--- config.mk ---
export PLATFORM = sky130hd
export DESIGN_NAME = ext_mem_waitctl
export DESIGN_NICKNAME = d
export VERILOG_FILES = /design/src/rtl/ext_mem_waitctl_pkg.sv /design/src/rtl/ext_mem_timing_cfg.sv /design/src/rtl/ext_mem_sequencer.sv /design/src/rtl/ext_mem_waitctl.sv
export SDC_FILE = /design/constraint.sdc
export NUM_CORES = 1
export LEC_CHECK = 0
export ABC_AREA = 1
export BUFFER_PORTS_ARGS = -buffer_cell sky130_fd_sc_hd__buf_2
export CAP_MARGIN = 10
export CORE_MARGIN = 2
export CORE_UTILIZATION = 45
export CTS_BUF_LIST = sky130_fd_sc_hd__clkbuf_4 sky130_fd_sc_hd__clkbuf_8 sky130_fd_sc_hd__clkbuf_16
export DETAILED_ROUTE_END_ITERATION = 10
export PLACE_DENSITY = 0.8
export SLEW_MARGIN = 10
export SYNTH_ARGS = -nofsm -noshare
export SYNTH_HDL_FRONTEND = slang
export SYNTH_SLANG_ARGS = --single-unit
--- constraint.sdc ---
create_clock -name clk -period 2.41 [get_ports clk]
set_clock_uncertainty 0.05 [all_clocks]
set_input_delay 0.1205 -clock clk [delete_from_list [all_inputs] [get_ports clk]]
set_output_delay 0.1205 -clock clk [all_outputs]
set_load 0.02 [all_outputs]
--- src/rtl/ext_mem_waitctl_pkg.sv ---
package ext_mem_waitctl_pkg;
    typedef enum logic [2:0] {
        ST_IDLE,
        ST_RD_LEAD,
        ST_RD_BEAT,
        ST_WR_SETUP,
        ST_WR_PULSE,
        ST_RECOVER
    } seq_state_e;
endpackage

--- src/rtl/ext_mem_timing_cfg.sv ---
module ext_mem_timing_cfg #(
    parameter int WS_W    = 5,
    parameter int ACC_MIN = 4,
    parameter int ACC_MAX = 20,
    parameter int BT_MIN  = 4,
    parameter int BT_MAX  = 20,
    parameter int RC_MIN  = 1,
    parameter int RC_MAX  = 20
) (
    input  logic            clk,
    input  logic            rst_n,
    input  logic            load_en,
    input  logic [WS_W-1:0] acc_in,
    input  logic [WS_W-1:0] beat_in,
    input  logic [WS_W-1:0] rec_in,
    output logic [WS_W-1:0] acc_q,
    output logic [WS_W-1:0] beat_q,
    output logic [WS_W-1:0] rec_q
);
    function automatic logic [WS_W-1:0] limit_to(input logic [WS_W-1:0] v,
                                                 input int lo, input int hi);
        if (int'(v) < lo)      return WS_W'(lo);
        else if (int'(v) > hi) return WS_W'(hi);
        else                   return v;
    endfunction

    always_ff @(posedge clk or negedge rst_n) begin
        if (!rst_n) begin
            acc_q  <= WS_W'(ACC_MIN);
            beat_q <= WS_W'(BT_MIN);
            rec_q  <= WS_W'(RC_MIN);
        end else if (load_en) begin
            acc_q  <= limit_to(acc_in, ACC_MIN, ACC_MAX);
            beat_q <= limit_to(beat_in, BT_MIN, BT_MAX);
            rec_q  <= limit_to(rec_in, RC_MIN, RC_MAX);
        end
    end

    // held counts always within the legal windows
    p_cfg_range_r2: assert property (@(posedge clk) disable iff (!rst_n)
        (int'(acc_q) >= ACC_MIN) && (int'(acc_q) <= ACC_MAX) &&
        (int'(beat_q) >= BT_MIN) && (int'(beat_q) <= BT_MAX) &&
        (int'(rec_q) >= RC_MIN) && (int'(rec_q) <= RC_MAX));
endmodule

--- src/rtl/ext_mem_sequencer.sv ---
module ext_mem_sequencer
    import ext_mem_waitctl_pkg::*;
#(
    parameter int AW        = 16,
    parameter int DW        = 16,
    parameter int MAX_BEATS = 4,
    parameter int WS_W      = 5,
    parameter int WS_MAX    = 20
) (
    input  logic                    clk,
    input  logic                    rst_n,
    input  logic [WS_W-1:0]         acc_cnt,
    input  logic [WS_W-1:0]         beat_cnt,
    input  logic [WS_W-1:0]         rec_cnt,
    input  logic                    req_valid,
    output logic                    req_ready,
    input  logic                    req_write,
    input  logic [AW-1:0]           req_addr,
    input  logic [$clog2(MAX_BEATS)-1:0] req_len,
    input  logic [MAX_BEATS*DW-1:0] req_wdata,
    output logic                    rsp_done,
    output logic [MAX_BEATS*DW-1:0] rsp_rdata,
    output logic [AW-1:0]           mem_addr,
    output logic                    mem_ce_n,
    output logic                    mem_oe_n,
    output logic                    mem_we_n,
    output logic [DW-1:0]           mem_dq_out,
    output logic                    mem_dq_oe,
    input  logic [DW-1:0]           mem_dq_in
);
    localparam int BEAT_W = $clog2(MAX_BEATS);
    localparam int CNT_W  = $clog2(WS_MAX + 5);

    seq_state_e             state_q, state_d;
    logic [CNT_W-1:0]       cnt_q, limit;
    logic [BEAT_W-1:0]      beat_q, len_q;
    logic [CNT_W-1:0]       rec_len_q;
    logic [MAX_BEATS*DW-1:0] wdata_q, rdata_q;
    logic [AW-1:0]          addr_q;
    logic                   done_q;
    logic                   phase_end, last_beat;

    assign last_beat = (beat_q == len_q);

    always_comb begin
        unique case (state_q)
            ST_RD_LEAD:  limit = CNT_W'(acc_cnt) + CNT_W'(3);
            ST_RD_BEAT:  limit = CNT_W'(beat_cnt) + CNT_W'(1);
            ST_WR_SETUP: limit = CNT_W'(1);
            ST_WR_PULSE: limit = CNT_W'(acc_cnt);
            ST_RECOVER:  limit = rec_len_q - CNT_W'(1);
            default:     limit = '0;
        endcase
        phase_end = (state_q != ST_IDLE) && (cnt_q == limit);
    end

    // next-state logic
    always_comb begin
        state_d = state_q;
        unique case (state_q)
            ST_IDLE:     if (req_valid) state_d = req_write ? ST_WR_SETUP : ST_RD_LEAD;
            ST_RD_LEAD,
            ST_RD_BEAT:  if (phase_end) state_d = last_beat ? ST_RECOVER : ST_RD_BEAT;
            ST_WR_SETUP: if (phase_end) state_d = ST_WR_PULSE;
            ST_WR_PULSE: if (phase_end) state_d = last_beat ? ST_RECOVER : ST_WR_SETUP;
            ST_RECOVER:  if (phase_end) state_d = ST_IDLE;
            default:     state_d = ST_IDLE;
        endcase
    end

    // state register
    always_ff @(posedge clk or negedge rst_n) begin
        if (!rst_n) state_q <= ST_IDLE;
        else        state_q <= state_d;
    end

    // datapath registers
    always_ff @(posedge clk or negedge rst_n) begin
        if (!rst_n) begin
            cnt_q     <= '0;
            beat_q    <= '0;
            len_q     <= '0;
            rec_len_q <= CNT_W'(1);
            wdata_q   <= '0;
            rdata_q   <= '0;
            addr_q    <= '0;
            done_q    <= 1'b0;
        end else begin
            done_q <= 1'b0;
            cnt_q  <= (phase_end || state_q == ST_IDLE) ? '0 : cnt_q + CNT_W'(1);
            if (state_q == ST_IDLE && req_valid) begin
                addr_q  <= req_addr;
                len_q   <= req_len;
                wdata_q <= req_wdata;
                beat_q  <= '0;
            end
            if (phase_end) begin
                if (state_q == ST_RD_LEAD || state_q == ST_RD_BEAT)
                    rdata_q[beat_q*DW +: DW] <= mem_dq_in;
                if (state_q == ST_RD_LEAD || state_q == ST_RD_BEAT || state_q == ST_WR_PULSE) begin
                    if (last_beat) begin
                        done_q    <= 1'b1;
                        rec_len_q <= (state_q == ST_WR_PULSE) ? CNT_W'(rec_cnt) + CNT_W'(1)
                                                              : CNT_W'(rec_cnt);
                    end else begin
                        beat_q <= beat_q + BEAT_W'(1);
                        addr_q <= addr_q + AW'(1);
                    end
                end
            end
        end
    end

    // outputs
    always_comb begin
        req_ready  = (state_q == ST_IDLE);
        rsp_done   = done_q;
        rsp_rdata  = rdata_q;
        mem_addr   = addr_q;
        mem_dq_out = wdata_q[beat_q*DW +: DW];
        mem_ce_n   = 1'b1;
        mem_oe_n   = 1'b1;
        mem_we_n   = 1'b1;
        mem_dq_oe  = 1'b0;
        unique case (state_q)
            ST_RD_LEAD: begin
                mem_oe_n = (cnt_q < CNT_W'(1));
                mem_ce_n = (cnt_q < CNT_W'(2));
            end
            ST_RD_BEAT: begin
                mem_oe_n = 1'b0;
                mem_ce_n = 1'b0;
            end
            ST_WR_SETUP: mem_ce_n = 1'b0;
            ST_WR_PULSE: begin
                mem_ce_n  = 1'b0;
                mem_we_n  = 1'b0;
                mem_dq_oe = 1'b1;
            end
            default: ;
        endcase
    end

    p_dq_drive_we_r7: assert property (@(posedge clk) disable iff (!rst_n)
        mem_dq_oe |-> !mem_we_n);
    p_we_inside_ce_r6: assert property (@(posedge clk) disable iff (!rst_n)
        !mem_we_n |-> !mem_ce_n);
    p_oe_we_excl_r3: assert property (@(posedge clk) disable iff (!rst_n)
        !(!mem_oe_n && !mem_we_n));
    p_done_single_r9: assert property (@(posedge clk) disable iff (!rst_n)
        rsp_done |=> !rsp_done);
    p_busy_after_accept_r9: assert property (@(posedge clk) disable iff (!rst_n)
        (req_valid && req_ready) |=> !req_ready);
    p_addr_hold_recover_r8: assert property (@(posedge clk) disable iff (!rst_n)
        (state_q == ST_RECOVER && $past(state_q == ST_RECOVER)) |-> $stable(mem_addr));
    p_recover_quiet_r8: assert property (@(posedge clk) disable iff (!rst_n)
        (state_q == ST_RECOVER) |-> (mem_ce_n && mem_oe_n && mem_we_n && !mem_dq_oe));
endmodule

--- src/rtl/ext_mem_waitctl.sv ---
module ext_mem_waitctl #(
    parameter int AW        = 16,
    parameter int DW        = 16,
    parameter int MAX_BEATS = 4,
    parameter int WS_W      = 5,
    parameter int BEAT_W    = $clog2(MAX_BEATS)
) (
    input  logic                    clk,
    input  logic                    rst_n,
    input  logic                    cfg_load,
    input  logic [WS_W-1:0]         cfg_access,
    input  logic [WS_W-1:0]         cfg_beat,
    input  logic [WS_W-1:0]         cfg_recover,
    input  logic                    req_valid,
    output logic                    req_ready,
    input  logic                    req_write,
    input  logic [AW-1:0]           req_addr,
    input  logic [BEAT_W-1:0]       req_len,
    input  logic [MAX_BEATS*DW-1:0] req_wdata,
    output logic                    rsp_done,
    output logic [MAX_BEATS*DW-1:0] rsp_rdata,
    output logic [AW-1:0]           mem_addr,
    output logic                    mem_ce_n,
    output logic                    mem_oe_n,
    output logic                    mem_we_n,
    output logic [DW-1:0]           mem_dq_out,
    output logic                    mem_dq_oe,
    input  logic [DW-1:0]           mem_dq_in
);
    localparam int WS_LIMIT = 20;

    logic [WS_W-1:0] acc_q, beat_q, rec_q;

    ext_mem_timing_cfg #(
        .WS_W(WS_W), .ACC_MIN(4), .ACC_MAX(WS_LIMIT),
        .BT_MIN(4), .BT_MAX(WS_LIMIT), .RC_MIN(1), .RC_MAX(WS_LIMIT)
    ) u_cfg (
        .clk(clk), .rst_n(rst_n),
        .load_en(cfg_load && req_ready),
        .acc_in(cfg_access), .beat_in(cfg_beat), .rec_in(cfg_recover),
        .acc_q(acc_q), .beat_q(beat_q), .rec_q(rec_q)
    );

    ext_mem_sequencer #(
        .AW(AW), .DW(DW), .MAX_BEATS(MAX_BEATS), .WS_W(WS_W), .WS_MAX(WS_LIMIT)
    ) u_seq (
        .clk(clk), .rst_n(rst_n),
        .acc_cnt(acc_q), .beat_cnt(beat_q), .rec_cnt(rec_q),
        .req_valid(req_valid), .req_ready(req_ready), .req_write(req_write),
        .req_addr(req_addr), .req_len(req_len), .req_wdata(req_wdata),
        .rsp_done(rsp_done), .rsp_rdata(rsp_rdata),
        .mem_addr(mem_addr), .mem_ce_n(mem_ce_n), .mem_oe_n(mem_oe_n),
        .mem_we_n(mem_we_n), .mem_dq_out(mem_dq_out), .mem_dq_oe(mem_dq_oe),
        .mem_dq_in(mem_dq_in)
    );
endmodule

# Yosys cells after proc, flatten, opt, wreduce, memory -nomap -nowiden
# Index checks and enable logic that the tools add are counted.
# op_classes
n_lt_le_gt_ge	8
n_mux	34
eq_ne	12
add_sub_neg	8
reduce_logical	13
shift	3
# op_table
cell	count
64-bit bitwise mux	1
16-bit two-way mux	4
16-bit by 34-bit variable shift with 64-bit output, first input constant	1
16-bit by 34-bit indexed part select with 64-bit output	1
64-bit by 7-bit indexed part select with 16-bit output	1
5-bit two-way mux	8
6-bit negator with 34-bit output	1
5-bit one-hot mux with 5 select lines	1
3-bit two-way mux	7
16-bit by 1-bit adder with 16-bit output, second input constant	1
5-bit by 1-bit adder with 5-bit output, second input constant	3
5-bit > comparator, second input constant	3
3-bit one-hot mux with 5 select lines	1
5-bit by 1-bit less-than comparator with 1-bit output, second input constant	2
5-bit by 3-bit less-than comparator with 1-bit output, second input constant	2
2-bit two-way mux	5
2-bit by 1-bit inequality test with 1-bit output, second input constant	4
3-bit by 2-bit equality test with 1-bit output, second input constant	2
3-bit equality test, second input constant	2
5-bit by 2-bit adder with 5-bit output, second input constant	1
5-bit equality test	1
5-bit by 2-bit less-than comparator with 1-bit output, second input constant	1
1-bit two-way mux	5
5-bit AND reduction	1
other kinds (14)	19
# totals
output_inout_bits	102
reg_bits	177
word_cells	90
input_bits	118

# Logic depth before layout (Yosys ltp)
# Gate-level depths: netlist (run 1).
# logic_depth
word_depth	6
mapped_depth	17
mapped_depth_nobuf	16

# Modules after synthesis
# From an unflattened synthesis (run 1), not the netlist that was laid out.
# unflattened
hier_cells	1283
area_unflattened_um2	9663.0
# modules_own_cells
module	area_each_um2	cells_each	seq_area_each_um2	n_inst
ext_mem_sequencer	8981.1	1198	4055.1	1
ext_mem_timing_cfg	674.4	83	379.1	1
ext_mem_waitctl	7.5	2	0.0	1

# Worst setup path before layout (run 1)
# Ideal clock, no wire load.
# synth_timing
path_type	flip-flop to flip-flop
start	reg u_seq.beat_q[0]
end	reg u_seq.rdata_q[10] (netlist: u_seq.rsp_rdata[10])
setup_ns	0.119
path_stages_with_launch	12
period_less_slack_ns	2.487
arrival_ns	2.318
required_ns	2.241
path_buffers	4
slack_ns	-0.077
cell_sequence	dfrtp_1 -> buf_2 -> inv_2 -> clkbuf_1 -> ha_1 -> clkbuf_1 -> clkinv_1 -> nand3_1 -> clkbuf_1 -> nor2_1 -> nand4_1 -> nand2_1
# synth_between
elab_chain_len	3
word_cells_on_any_way	4
cone_classes	add/sub: 1; shift: 2; mux: 1
# synth_lines
element	line	source
start, declared	ext_mem_sequencer.sv:36	logic [BEAT_W-1:0] beat_q, len_q;
start signal, assigned	ext_mem_sequencer.sv:106	beat_q <= beat_q + BEAT_W'(1);
6-bit negator with 34-bit output *	ext_mem_sequencer.sv:99	rdata_q[beat_q*DW +: DW] <= mem_dq_in;
16-bit by 34-bit indexed part select with 64-bit output or 16-bit by 34-bit variable shift with 64-bit output (tied branches)	ext_mem_sequencer.sv:99	
64-bit bitwise mux *	ext_mem_sequencer.sv:99	
end signal, assigned by index	ext_mem_sequencer.sv:99	
end, declared	ext_mem_sequencer.sv:38	logic [MAX_BEATS*DW-1:0] wdata_q, rdata_q;
# Mark *: on every way between the ends. The rest lies on a longest branch, timed or not.
# A chain may end at the register's enable or synchronous reset.

# Final worst setup path (run 1)
# layout_timing
start	reg u_cfg.acc_q[1]
end	reg u_seq.rdata_q[2] (netlist: u_seq.rsp_rdata[2])
# layout_between
elab_chain_len	5
# layout_lines
element	line	source
start, declared	ext_mem_timing_cfg.sv:16	output logic [WS_W-1:0] acc_q,
start signal, assigned	ext_mem_timing_cfg.sv:29	acc_q <= WS_W'(ACC_MIN);
start signal, assigned	ext_mem_timing_cfg.sv:33	acc_q <= limit_to(acc_in, ACC_MIN, ACC_MAX);
5-bit by 2-bit adder with 5-bit output	ext_mem_sequencer.sv:47	ST_RD_LEAD: limit = CNT_W'(acc_cnt) + CNT_W'(3);
5-bit one-hot mux with 5 select lines *	ext_mem_sequencer.sv:46	unique case (state_q)
5-bit equality test *	ext_mem_sequencer.sv:54	phase_end = (state_q != ST_IDLE) && (cnt_q == limit);
1-bit logical AND *	ext_mem_sequencer.sv:54	
2-bit AND reduction (no source line) *	n/a	
# Marks and branches as above.

==> results of run 1 <==
==> cell usage after synthesis, types with 2 or more instances <==
library cell	n
sky130_fd_sc_hd__nand3_1	60
sky130_fd_sc_hd__or2_2	2
sky130_fd_sc_hd__o21ai_2	8
sky130_fd_sc_hd__inv_2	7
sky130_fd_sc_hd__dfrtp_1	173
sky130_fd_sc_hd__nor2_1	124
sky130_fd_sc_hd__nor3_1	24
sky130_fd_sc_hd__o21ai_1	4
sky130_fd_sc_hd__buf_2	16
sky130_fd_sc_hd__xor2_1	10
sky130_fd_sc_hd__clkbuf_1	43
sky130_fd_sc_hd__nand4_4	4
sky130_fd_sc_hd__nor2_8	3
sky130_fd_sc_hd__nor2_2	3
sky130_fd_sc_hd__buf_1	5
sky130_fd_sc_hd__o22ai_1	17
sky130_fd_sc_hd__nand2_1	516
sky130_fd_sc_hd__xnor2_1	3
sky130_fd_sc_hd__nand4_1	77
sky130_fd_sc_hd__buf_6	9
sky130_fd_sc_hd__a22oi_1	3
sky130_fd_sc_hd__buf_4	3
sky130_fd_sc_hd__a21oi_1	14
sky130_fd_sc_hd__inv_1	77
sky130_fd_sc_hd__inv_4	2
sky130_fd_sc_hd__o21ai_0	81
sky130_fd_sc_hd__mux2i_1	7
sky130_fd_sc_hd__dfstp_2	4
sky130_fd_sc_hd__ha_1	11
==> through the flow <==
| step | area (µm²) | instances | worst slack (ns) | TNS (ns) | hold WS (ns) |
|---|---|---|---|---|---|
| floorplan | 9750 | 1321 | 0.0670 | 0 | -0.225 |
| global placement | 11200 | 1772 | 0.114 | 0 | 0.102 |
| detailed placement | 11200 | 1772 | 0.0373 | 0 | 0.104 |
| CTS | 12600 | 1890 | 0.0319 | 0 | 0.00525 |
| global route | 12800 | 1902 | -0.0410 | -0.222 | 0.0256 |
| finish | 12800 | 1902 | 0.105 | 0 | 0.0240 |
==> worst max-delay path, stage by stage (launching register included) <==
cell	delay [ns]
sky130_fd_sc_hd__dfrtp_1	0.40
sky130_fd_sc_hd__inv_1	0.11
sky130_fd_sc_hd__ha_1	0.17
sky130_fd_sc_hd__inv_1	0.07
sky130_fd_sc_hd__nand2_1	0.06
sky130_fd_sc_hd__nand2_1	0.06
sky130_fd_sc_hd__nor2_1	0.16
sky130_fd_sc_hd__nor2_2	0.08
sky130_fd_sc_hd__nand2_1	0.08
sky130_fd_sc_hd__nand2_1	0.06
sky130_fd_sc_hd__nand2_1	0.08
sky130_fd_sc_hd__nand2_2	0.09
sky130_fd_sc_hd__nor2_8	0.19
sky130_fd_sc_hd__buf_12	0.16
sky130_fd_sc_hd__nand4_4	0.19
sky130_fd_sc_hd__nand2_1	0.12
sky130_fd_sc_hd__nand2_1	0.06
==> cell usage in the layout (no fill, tap or decap), drive strengths merged <==
master	count
a21boi	1
a21oi	14
a22oi	3
a32o	1
buf	256
clkbuf	20
clkinv	4
clkinvlp	3
dfrtp	173
dfstp	4
diode	1
dlygate4sd3	87
ha	11
inv	94
mux2i	7
nand2	518
nand3	62
nand3b	1
nand4	85
nor2	131
nor3	24
o21a	1
o21ai	93
o21bai	1
o22ai	17
or2	2
xnor2	3
xor2	10
==> worst min-delay path by stage <==
stage	from	end	cells after the start
floorplan	rst_n	u_cfg.acc_q[0]	0
global placement	rst_n	u_seq.mem_addr[9]	1
detailed placement	rst_n	u_seq.mem_addr[11]	1
CTS	mem_dq_in[12]	u_seq.rsp_rdata[12]	5
global route	mem_dq_in[7]	u_seq.rsp_rdata[7]	5
finish	mem_dq_in[11]	u_seq.rsp_rdata[11]	5
==> routing by layer <==
| layer | routed length (µm) | vias up | share of wire |
|---|---|---|---|
| met1 | 12600 | 4798 | 0.42 |
| li1 | - | 4884 | - |
| met4 | 884 | 0 | 0.029 |
| met3 | 2090 | 72 | 0.069 |
| met5 | 0 | - | 0 |
| met2 | 14500 | 415 | 0.48 |
==> sequential cells by signal, summed over array words and instances, names as in the netlist <==
signal / count
u_seq.rsp_rdata: 64
u_seq.wdata_q: 64
u_seq.mem_addr: 16
u_cfg.acc_q: 5
u_cfg.beat_q: 5
u_cfg.rec_q: 5
u_seq.cnt_q: 5
u_seq.rec_len_q: 5
u_seq.state_q: 3
u_seq.beat_q: 2
u_seq.len_q: 2
u_seq.rsp_done: 1
==> cell families after synthesis <==
logic type,share of synthesized area
flops,0.455
simple gates,0.364
mux,0.00719
fa+ha+maj,0.0141
compound gates,0.0746
xor+xnor,0.0117
buf+inv,0.0735
==> report_power, final <==
group          internal [mW]  total, mW  leakage (nW)  switching (mW)
clock network           1.37       2.72         0.270            1.34
registers               4.25       5.20          2.05           0.946
logic                   3.85       11.3          4.21            7.49
==> repair_timing <==
item	4_1_cts	5_1_grt
setup buffers	0	4
resized for setup	0	19
hold buffers	87	0
endpoints found under the setup margin	0	85
hold endpoints to repair	142	0
==> final cells by class <==
type | instances | area (µm²) | area share
diodes | 1 | 2.50 | 0.000195
flip-flops and latches | 177 | 4440 | 0.345
multi-input cells | 985 | 4720 | 0.367
inverters | 87 | 332 | 0.0258
clock buffers | 17 | 425 | 0.0331
well taps | 275 | 344 | 0.0268
clock inverters | 14 | 141 | 0.0110
repair buffers | 346 | 2440 | 0.190
==> metrics, run 1 <==
result of the run completed; FF-to-FF End u_seq.rsp_rdata[2]; Final Cycle Share 0.956; number of enable flip-flop cells after synthesis 0; number of warning messages in the yosys log 0; number of clock buffers inserted by TritonCTS 17; clock network latency to the later pin of the worst-skew pair 0.43 ns; biggest area contributors in the synthesized netlist sky130_fd_sc_hd__dfrtp_1 44%, sky130_fd_sc_hd__nand2_1 20%, sky130_fd_sc_hd__nand4_1 4.9%, sky130_fd_sc_hd__nor2_1 4.8%, sky130_fd_sc_hd__o21ai_0 4.2%; remaining max-slew budget at the tightest pin 0.567; sort of element at the start of the critical path register; Tmin final 2.30 ns; Initial DRC Count 759; routability congestion estimate from global placement 0.944; element type at the critical path end register; last element of the critical path u_seq.rsp_rdata[2]; root buffer cell sky130_fd_sc_hd__clkbuf_16; net count of the mapped netlist 1450; number of distinct library cells after synthesis 40; mean instance size in the synthesized netlist 7.38 µm²; Final ANT Viol Nets 0; leakage dissipation 6.52 nW; Setup-failing EPs final 0; largest net degree at the start of global routing 80; gate count after technology mapping 1321; number of slew-limit violations in the final report 0; area of the die 0.0228 mm²; Core Box Area 0.0212 mm²; chip width 151 µm; fraction of the core area covered by cells at the end of the flow 0.607; grt peak-use layer met2; data required time at the worst endpoint 2.68 ns; effective utilization at floorplan 0.461; Filler Cells Inserted 1805; cell depth of the worst flop-to-flop path 16; portion of synthesized cell area occupied by the leading cell type 0.444; signal arrival time at the worst endpoint 2.57 ns; worst r2r src u_cfg.acc_q[1]; total iterations of the first detailed-routing run 5; category of the critical setup timing path reg2reg; detailed-route wire length 30000 µm; clock tree from TritonCTS yes; largest area contributor in the synthesized netlist sky130_fd_sc_hd__dfrtp_1; maximum net fanout on the critical path 8; Async SR Flop Fraction 1.00; final hold viol count 0; number of buffers inserted by port buffering 219; sum of overflow across all layers after global routing 0; Max clock buf depth 2; Cell Pwr Density 1500 mW/mm²; via count of the first global-routing pass 9510; number of sinks on the clock net 177; area of the mapped netlist 0.00974 mm²; via count 10200; first-pass GRT wire length 46600 µm; fraction of layout cells with a size suffix above 1 0.212; number of max-cap violations 0; height of the die 151 µm; Area Growth Syn to Fin 31.8%; register bit count reported by yosys 177; remaining design rule violation count 0; met3 global-route usage 0.0476; total chip power 19.2 mW; Reg clk slew, reported paths 0.08 ns; Detailed Place HPWL 18800 µm; Post-layout nets 1743; global-route total usage across every layer 0.256; Slew @ Worst Pin 0.649 ns; Std-Cell Rows 53; worst setup path start u_cfg.acc_q[1]; share of the yosys chip area belonging to registers 0.455; highest clock frequency the design can meet 0.434 GHz; number of levels in the clock H-tree 4; kind of path behind the tightest hold check in2reg; count of boundary I/O pins 220; wire per inst 15.8 µm; number of antenna violations at the first check in global routing 1; average via count per standard cell 5.35; dominant register cell in the synthesized netlist sky130_fd_sc_hd__dfrtp_1; IR Drop Worst-Case VDD 0.744 mV; setup slack, reg-to-reg 0.11 ns; grt met1 use 0.337; met2 layer usage reported by global route 0.430
(Power assumes the default switching activity.)
==> run 2: changes to the inputs <==
SETUP_SLACK_MARGIN = 0.5   (was unset)
==> run 2 against run 1 <==
The flow now finishes with violations (setup timing). Wire length increased by 19%. First-iteration DRC count increased by 57%. Hold slack got worse by 0.011 ns. Utilization increased by 6.0 points. Via count increased by 8.9%. Worst setup slack got worse by 0.27 ns. Critical path type unchanged. Highest routed layer unchanged.
==> metrics, run 2 (synthesized netlist as in run 1, its figures left out) <==
result of the run finished, violations left; violated checks setup timing; clock tree from TritonCTS yes; routability congestion estimate from global placement 0.989 (+4.7%); wire per inst 18.3 µm (+16%); element type at the critical path end register; number of slew-limit violations in the final report 0 (unchanged); signal arrival time at the worst endpoint 2.85 ns (+0.28 ns); Max clock buf depth 2 (unchanged); count of antenna diodes in the layout 0 (-1); Initial DRC Count 1194 (+57%); global-route total usage across every layer 0.284 (+0.0284); number of max-cap violations 0 (unchanged); effective utilization at floorplan 0.461 (unchanged); Slew @ Worst Pin 0.604 ns (-0.0452 ns); via count of the first global-routing pass 10300 (+8.4%); remaining design rule violation count 0 (unchanged); average via count per standard cell 5.67 (+6.0%); max layer used met4; top library cells by usage in the layout, fill and taps aside 470 x sky130_fd_sc_hd__nand2_1, 209 x sky130_fd_sc_hd__buf_2, 168 x sky130_fd_sc_hd__dfrtp_1; number of clock buffers inserted by TritonCTS 17 (unchanged); DR WL met3 3140 µm (+51%); count of boundary I/O pins 220 (unchanged); number of sinks on the clock net 177 (unchanged); Std-Cell Rows 53 (unchanged); Tmin final 2.57 ns (+0.270 ns); commonest non-fill, non-tap cell in the layout sky130_fd_sc_hd__nand2_1; number of levels in the clock H-tree 4 (unchanged); Filler Cells Inserted 1574 (-13%); leakage dissipation 7.04 nW (+7.9%); fraction of layout cells with a size suffix above 1 0.290 (+0.0783); Area Growth Syn to Fin 44.9%; largest net degree at the start of global routing 81 (+1.3%); via count 11100 (+8.9%); final hold viol count 0 (unchanged); IR Drop Worst-Case VDD 0.893 mV (+20%); sum of overflow across all layers after global routing 0 (unchanged); area of the die 0.0228 mm² (unchanged); Reg clk slew, reported paths 0.07 ns (about the same); total iterations of the first detailed-routing run 7 (+2); root buffer cell sky130_fd_sc_hd__clkbuf_16; Cell Pwr Density 1640 mW/mm² (+9.3%); number of buffers inserted by port buffering 219 (unchanged); clock network latency to the later pin of the worst-skew pair 0.44 ns (about the same); Final ANT Viol Nets 0 (unchanged); Setup-failing EPs final 96 (+96); final worst setup slack -0.164 ns (-0.270 ns); sort of element at the start of the critical path register; routed metal-1 wire length 13300 µm (+5.1%); maximum net fanout on the critical path 7 (-1); Detailed Place HPWL 19300 µm (+2.8%); Core Box Area 0.0212 mm² (unchanged); first-pass GRT wire length 51000 µm (+9.4%); Final Cycle Share 1.07 (+0.112); kind of path behind the tightest hold check in2reg; category of the critical setup timing path reg2reg; remaining max-slew budget at the tightest pin 0.597 (+0.0302); final hold slack 0.0127 ns (-0.0113 ns); highest clock frequency the design can meet 0.388 GHz (-10%); chip width 151 µm (unchanged); sum of met2 wire segment lengths after detailed routing 17600 µm (+22%); number of antenna violations at the first check in global routing 1 (unchanged); detailed-route wire length 35700 µm (+19%); data required time at the worst endpoint 2.69 ns (about the same); height of the die 151 µm (unchanged); RSZ-0062 raised after global routing true; Post-layout nets 1796 (+3.0%); fraction of the core area covered by cells at the end of the flow 0.667 (+0.0601)
-- run 2: worst paths after layout --
check	endpoint	from	slack, ns	depth (start not counted)
max	u_seq.rec_len_q[4]	u_seq.state_q[0]	-0.16	14
min	u_seq.mem_addr[1]	req_addr[1]	0.01	5
max reg2reg	u_seq.rec_len_q[4]	u_seq.state_q[0]	-0.16	14
min reg2reg	u_seq.wdata_q[20]	u_seq.wdata_q[20]	0.42	2
max in group asynchronous	u_seq.rec_len_q[0]	rst_n	1.34	3
min in group asynchronous	u_seq.mem_addr[13]	rst_n	0.19	2
-- run 2: what timing repair did --
item                                   in CTS  in global routing
pin swaps                                  33                 57
buffers inserted                           24                 22
setup endpoints to repair                 181                177
endpoints found under the hold margin     142                  0
hold buffers                               85                  0
cloned                                     12                  8
resized for setup                          55                137
-- run 2: critical path, cell delays in order, from the launching register on --
cell and delay [ns]:
sky130_fd_sc_hd__dfrtp_2 0.53, sky130_fd_sc_hd__nor2_8 0.22, sky130_fd_sc_hd__nand2_4 0.10, sky130_fd_sc_hd__o21ai_1 0.29, sky130_fd_sc_hd__inv_1 0.12, sky130_fd_sc_hd__nand2_1 0.10
sky130_fd_sc_hd__nand2_1 0.06, sky130_fd_sc_hd__nand2_1 0.13, sky130_fd_sc_hd__inv_2 0.08, sky130_fd_sc_hd__nor2_8 0.16, sky130_fd_sc_hd__buf_12 0.16, sky130_fd_sc_hd__nand4_1 0.14
sky130_fd_sc_hd__buf_4 0.19, sky130_fd_sc_hd__nand2_2 0.07, sky130_fd_sc_hd__nand2_1 0.05
-- run 2: final cells by class --
cell class / count / area [µm²] / area share
clock buffers: 18 / 439 / 0.0311
flip-flops and latches: 177 / 4440 / 0.315
inverters: 87 / 353 / 0.0250
clock inverters: 14 / 135 / 0.00957
repair buffers: 399 / 3340 / 0.236
well taps: 275 / 344 / 0.0244
multi-input cells: 984 / 5060 / 0.359
repair inverters: 1 / 6.26 / 0.000443
-- run 2: report_power, final --
| group | internal (mW) | switching (mW) | total [mW] |
|---|---|---|---|
| logic | 6.16 | 8.86 | 15.0 |
| registers | 4.26 | 1.07 | 5.32 |
| clock network | 1.41 | 1.37 | 2.78 |
-- run 2: routing by layer --
metal,vias up,global-route usage
met4,0,0.122
met1,5223,0.355
met3,162,0.0527
li1,4985,-
met5,-,0
met2,707,0.484
-- run 2: per-stage QoR --
stage          power, mW  cells  instance area [µm²]  setup slack [ns]  TNS (ns)
6_report            23.1   1955                14100            -0.164     -8.26
5_1_grt             24.3   1955                14100            -0.215    -14.69
4_1_cts             20.5   1925                13300             0.143         0
3_5_place_dp        15.4   1772                11200            0.0566         0
3_3_place_gp        15.1   1772                11200             0.108         0
2_1_floorplan       12.4   1321                 9800             0.391         0
==> run 3: changes to the inputs <==
REMOVE_ABC_BUFFERS = 1   (was unset)
==> run 3 against run 2 <==
The flow now finishes without violations. Combinational power about the same. Cell count barely moved. First-iteration DRC count down 18%. Hold slack gained 0.035 ns. Clock power is 8.3% higher. Critical path type unchanged. Largest power group unchanged. Highest routed layer unchanged.
==> metrics, run 3 (synthesized netlist as in run 1, its figures left out) <==
effective utilization at floorplan 0.461 (unchanged); total iterations of the first detailed-routing run 7 (unchanged); RSZ-0062 raised after global routing true; Slew @ Worst Pin 0.580 ns (-0.0241 ns); commonest non-fill, non-tap cell in the layout sky130_fd_sc_hd__nand2_1; detailed-route wire length 36300 µm (+1.6%); number of max-cap violations 0 (unchanged); height of the die 151 µm (unchanged); via count of the first global-routing pass 10700 (+3.4%); category of the critical setup timing path reg2reg; Setup-failing EPs final 0 (-100%); number of sinks on the clock net 177 (unchanged); Core Box Area 0.0212 mm² (unchanged); number of instances on the worst hold path 5 (unchanged); fraction of layout cells with a size suffix above 1 0.313 (+0.0226); clock network latency to the later pin of the worst-skew pair 0.44 ns (about the same); highest clock frequency the design can meet 0.443 GHz (+14%); remaining design rule violation count 0 (unchanged); Std-Cell Rows 53 (unchanged); first-pass GRT wire length 52800 µm (+3.4%); total chip power 23.1 mW (-0.12%); largest stage delay on the critical path 0.50 ns (-0.03 ns); Cell Pwr Density 1610 mW/mm² (-1.4%); global-route total usage across every layer 0.293 (+0.00885); number of levels in the clock H-tree 4 (unchanged); top library cells by usage in the layout, fill and taps aside 447 x sky130_fd_sc_hd__nand2_1, 204 x sky130_fd_sc_hd__buf_2, 167 x sky130_fd_sc_hd__dfrtp_1; remaining max-slew budget at the tightest pin 0.613 (+0.0161); Cell Chain, Critical Path nor2_8 -> nand2_8 -> o21ai_2 -> inv_1 -> nand2_1 -> nand2_1 -> nand2_2 -> inv_2 -> nor2_8 -> clkbuf_16 -> nand4_4 -> nand2_2 -> nand2_1; most used cell along the critical path sky130_fd_sc_hd__nand2_1; number of buffers inserted by port buffering 219 (unchanged); kind of path behind the tightest hold check in2reg; clock tree from TritonCTS yes; signal arrival time at the worst endpoint 2.53 ns (-0.32 ns); number of slew-limit violations in the final report 0 (unchanged); final hold viol count 0 (unchanged); Reg clk slew, reported paths 0.08 ns (about the same); Area Growth Syn to Fin 46.8%; routability congestion estimate from global placement 0.889 (-10%); Max clock buf depth 2 (unchanged); sort of element at the start of the critical path register; number of clock buffers inserted by TritonCTS 17 (unchanged); maximum net fanout on the critical path 8 (+1); worst r2r src u_seq.state_q[0]; Area after DPL 0.0112 mm² (-0.26%); Non-Filler Cell Area, Final 0.0143 mm² (+1.3%); Final ANT Viol Nets 0 (unchanged); chip width 151 µm (unchanged); count of placed standard cells including taps 1774 (+0.11%); average via count per standard cell 5.70 (+0.66%); CP max stage cell sky130_fd_sc_hd__dfrtp_2; Tmin final 2.26 ns (-0.317 ns); count of boundary I/O pins 220 (unchanged); area of the die 0.0228 mm² (unchanged); Filler Cells Inserted 1497 (-4.9%); largest net degree at the start of global routing 74 (-8.6%); IR Drop Worst-Case VDD 1.03 mV (+15%); leakage dissipation 7.06 nW (+0.28%); number of antenna violations at the first check in global routing 1 (unchanged); wire per inst 18.6 µm (+1.6%); Initial DRC Count 978 (-18%); crit-path leading delay family simple AND/OR/NAND/NOR gates; element type at the critical path end register; Detailed Place HPWL 19400 µm (+0.35%); data required time at the worst endpoint 2.68 ns (about the same); setup slack, reg-to-reg 0.15 ns (+0.32 ns); result of the run completed; Final Cycle Share 0.937 (-0.131); FF-to-FF End u_seq.rsp_rdata[8]; root buffer cell sky130_fd_sc_hd__clkbuf_16; startpoint of the lowest-slack hold path mem_dq_in[6]; sum of overflow across all layers after global routing 0 (unchanged); Buffers & Inverters on Critical Path 3 (-1); via count 11200 (+0.71%); non-filler instance count after layout 1956 (+0.051%); cell depth of the worst flop-to-flop path 13 (-1); capture endpoint of the worst hold path u_seq.rsp_rdata[6]; Post-layout nets 1796 (unchanged)
==> run 3: metrics by stage <==
stage / utilization / setup TNS, ns / worst slack, ns / hold slack, ns
2_1_floorplan: - / -188.96 / -2.34 / -0.225
3_3_place_gp: 0.527 / 0 / 0.0805 / 0.0903
3_5_place_dp: 0.527 / 0 / 0.00886 / 0.0915
4_1_cts: 0.627 / 0 / 0.224 / 0.0181
5_1_grt: 0.676 / 0 / 0.0295 / 0.0455
6_report: 0.676 / 0 / 0.153 / 0.0482
==> run 3: layout make-up <==
cell class	count	area, µm²	area share
multi-input cells	986	5300	0.370
flip-flops and latches	177	4440	0.310
repair buffers	396	3220	0.225
clock buffers	18	439	0.0307
inverters	87	360	0.0252
well taps	275	344	0.0240
clock inverters	14	194	0.0136
repair inverters	2	12.5	0.000875
diodes	1	2.50	0.000175
==> run 3: repair_timing <==
action                     in CTS  in global routing
setup endpoints to repair     153                182
hold buffers                   88                  0
gates cloned                    7                 10
gates resized for setup        74                196
pin swaps                      30                 49
hold endpoints to repair      144                  0
setup buffers                  25                 19
==> run 3: worst reg2reg max path, cell delays in order, from the launching register on <==
cell                        delay [ns]
sky130_fd_sc_hd__dfrtp_2          0.50
sky130_fd_sc_hd__nor2_8           0.18
sky130_fd_sc_hd__nand2_8          0.10
sky130_fd_sc_hd__o21ai_2          0.16
sky130_fd_sc_hd__inv_1            0.08
sky130_fd_sc_hd__nand2_1          0.09
sky130_fd_sc_hd__nand2_1          0.07
sky130_fd_sc_hd__nand2_2          0.10
sky130_fd_sc_hd__inv_2            0.06
sky130_fd_sc_hd__nor2_8           0.18
sky130_fd_sc_hd__clkbuf_16        0.20
sky130_fd_sc_hd__nand4_4          0.20
sky130_fd_sc_hd__nand2_2          0.12
sky130_fd_sc_hd__nand2_1          0.06
==> run 3: where the power goes <==
part           leakage (nW)  internal [mW]  switching (mW)
clock network         0.305           1.62            1.39
registers              2.04           4.26            1.10
logic                  4.71           5.78            8.95
==> run 3: layer usage <==
| layer | vias to the layer above | wire length (µm) | GRT usage |
|---|---|---|---|
| met5 | - | 0 | 0 |
| met4 | 0 | 1990 | 0.145 |
| met3 | 193 | 3340 | 0.0651 |
| met2 | 755 | 17800 | 0.494 |
| met1 | 5219 | 13200 | 0.356 |
| li1 | 4989 | - | - |
==> run 3: how the worst max path moves through the flow <==
stage                     slack (ns)                  end  cells after the start          startpoint
final                           0.15   u_seq.rsp_rdata[8]                     13    u_seq.state_q[0]
after CTS                       0.22  u_seq.rsp_rdata[60]                     15  u_seq.rec_len_q[0]
after global routing            0.03  u_seq.rsp_rdata[50]                     16     u_cfg.beat_q[1]
after detailed placement       0.009  u_seq.rsp_rdata[55]                     12    u_seq.state_q[0]
after floorplan                -2.34    u_seq.mem_addr[2]                     11    u_seq.state_q[1]
after global placement          0.08  u_seq.rsp_rdata[54]                     15  u_seq.rec_len_q[0]
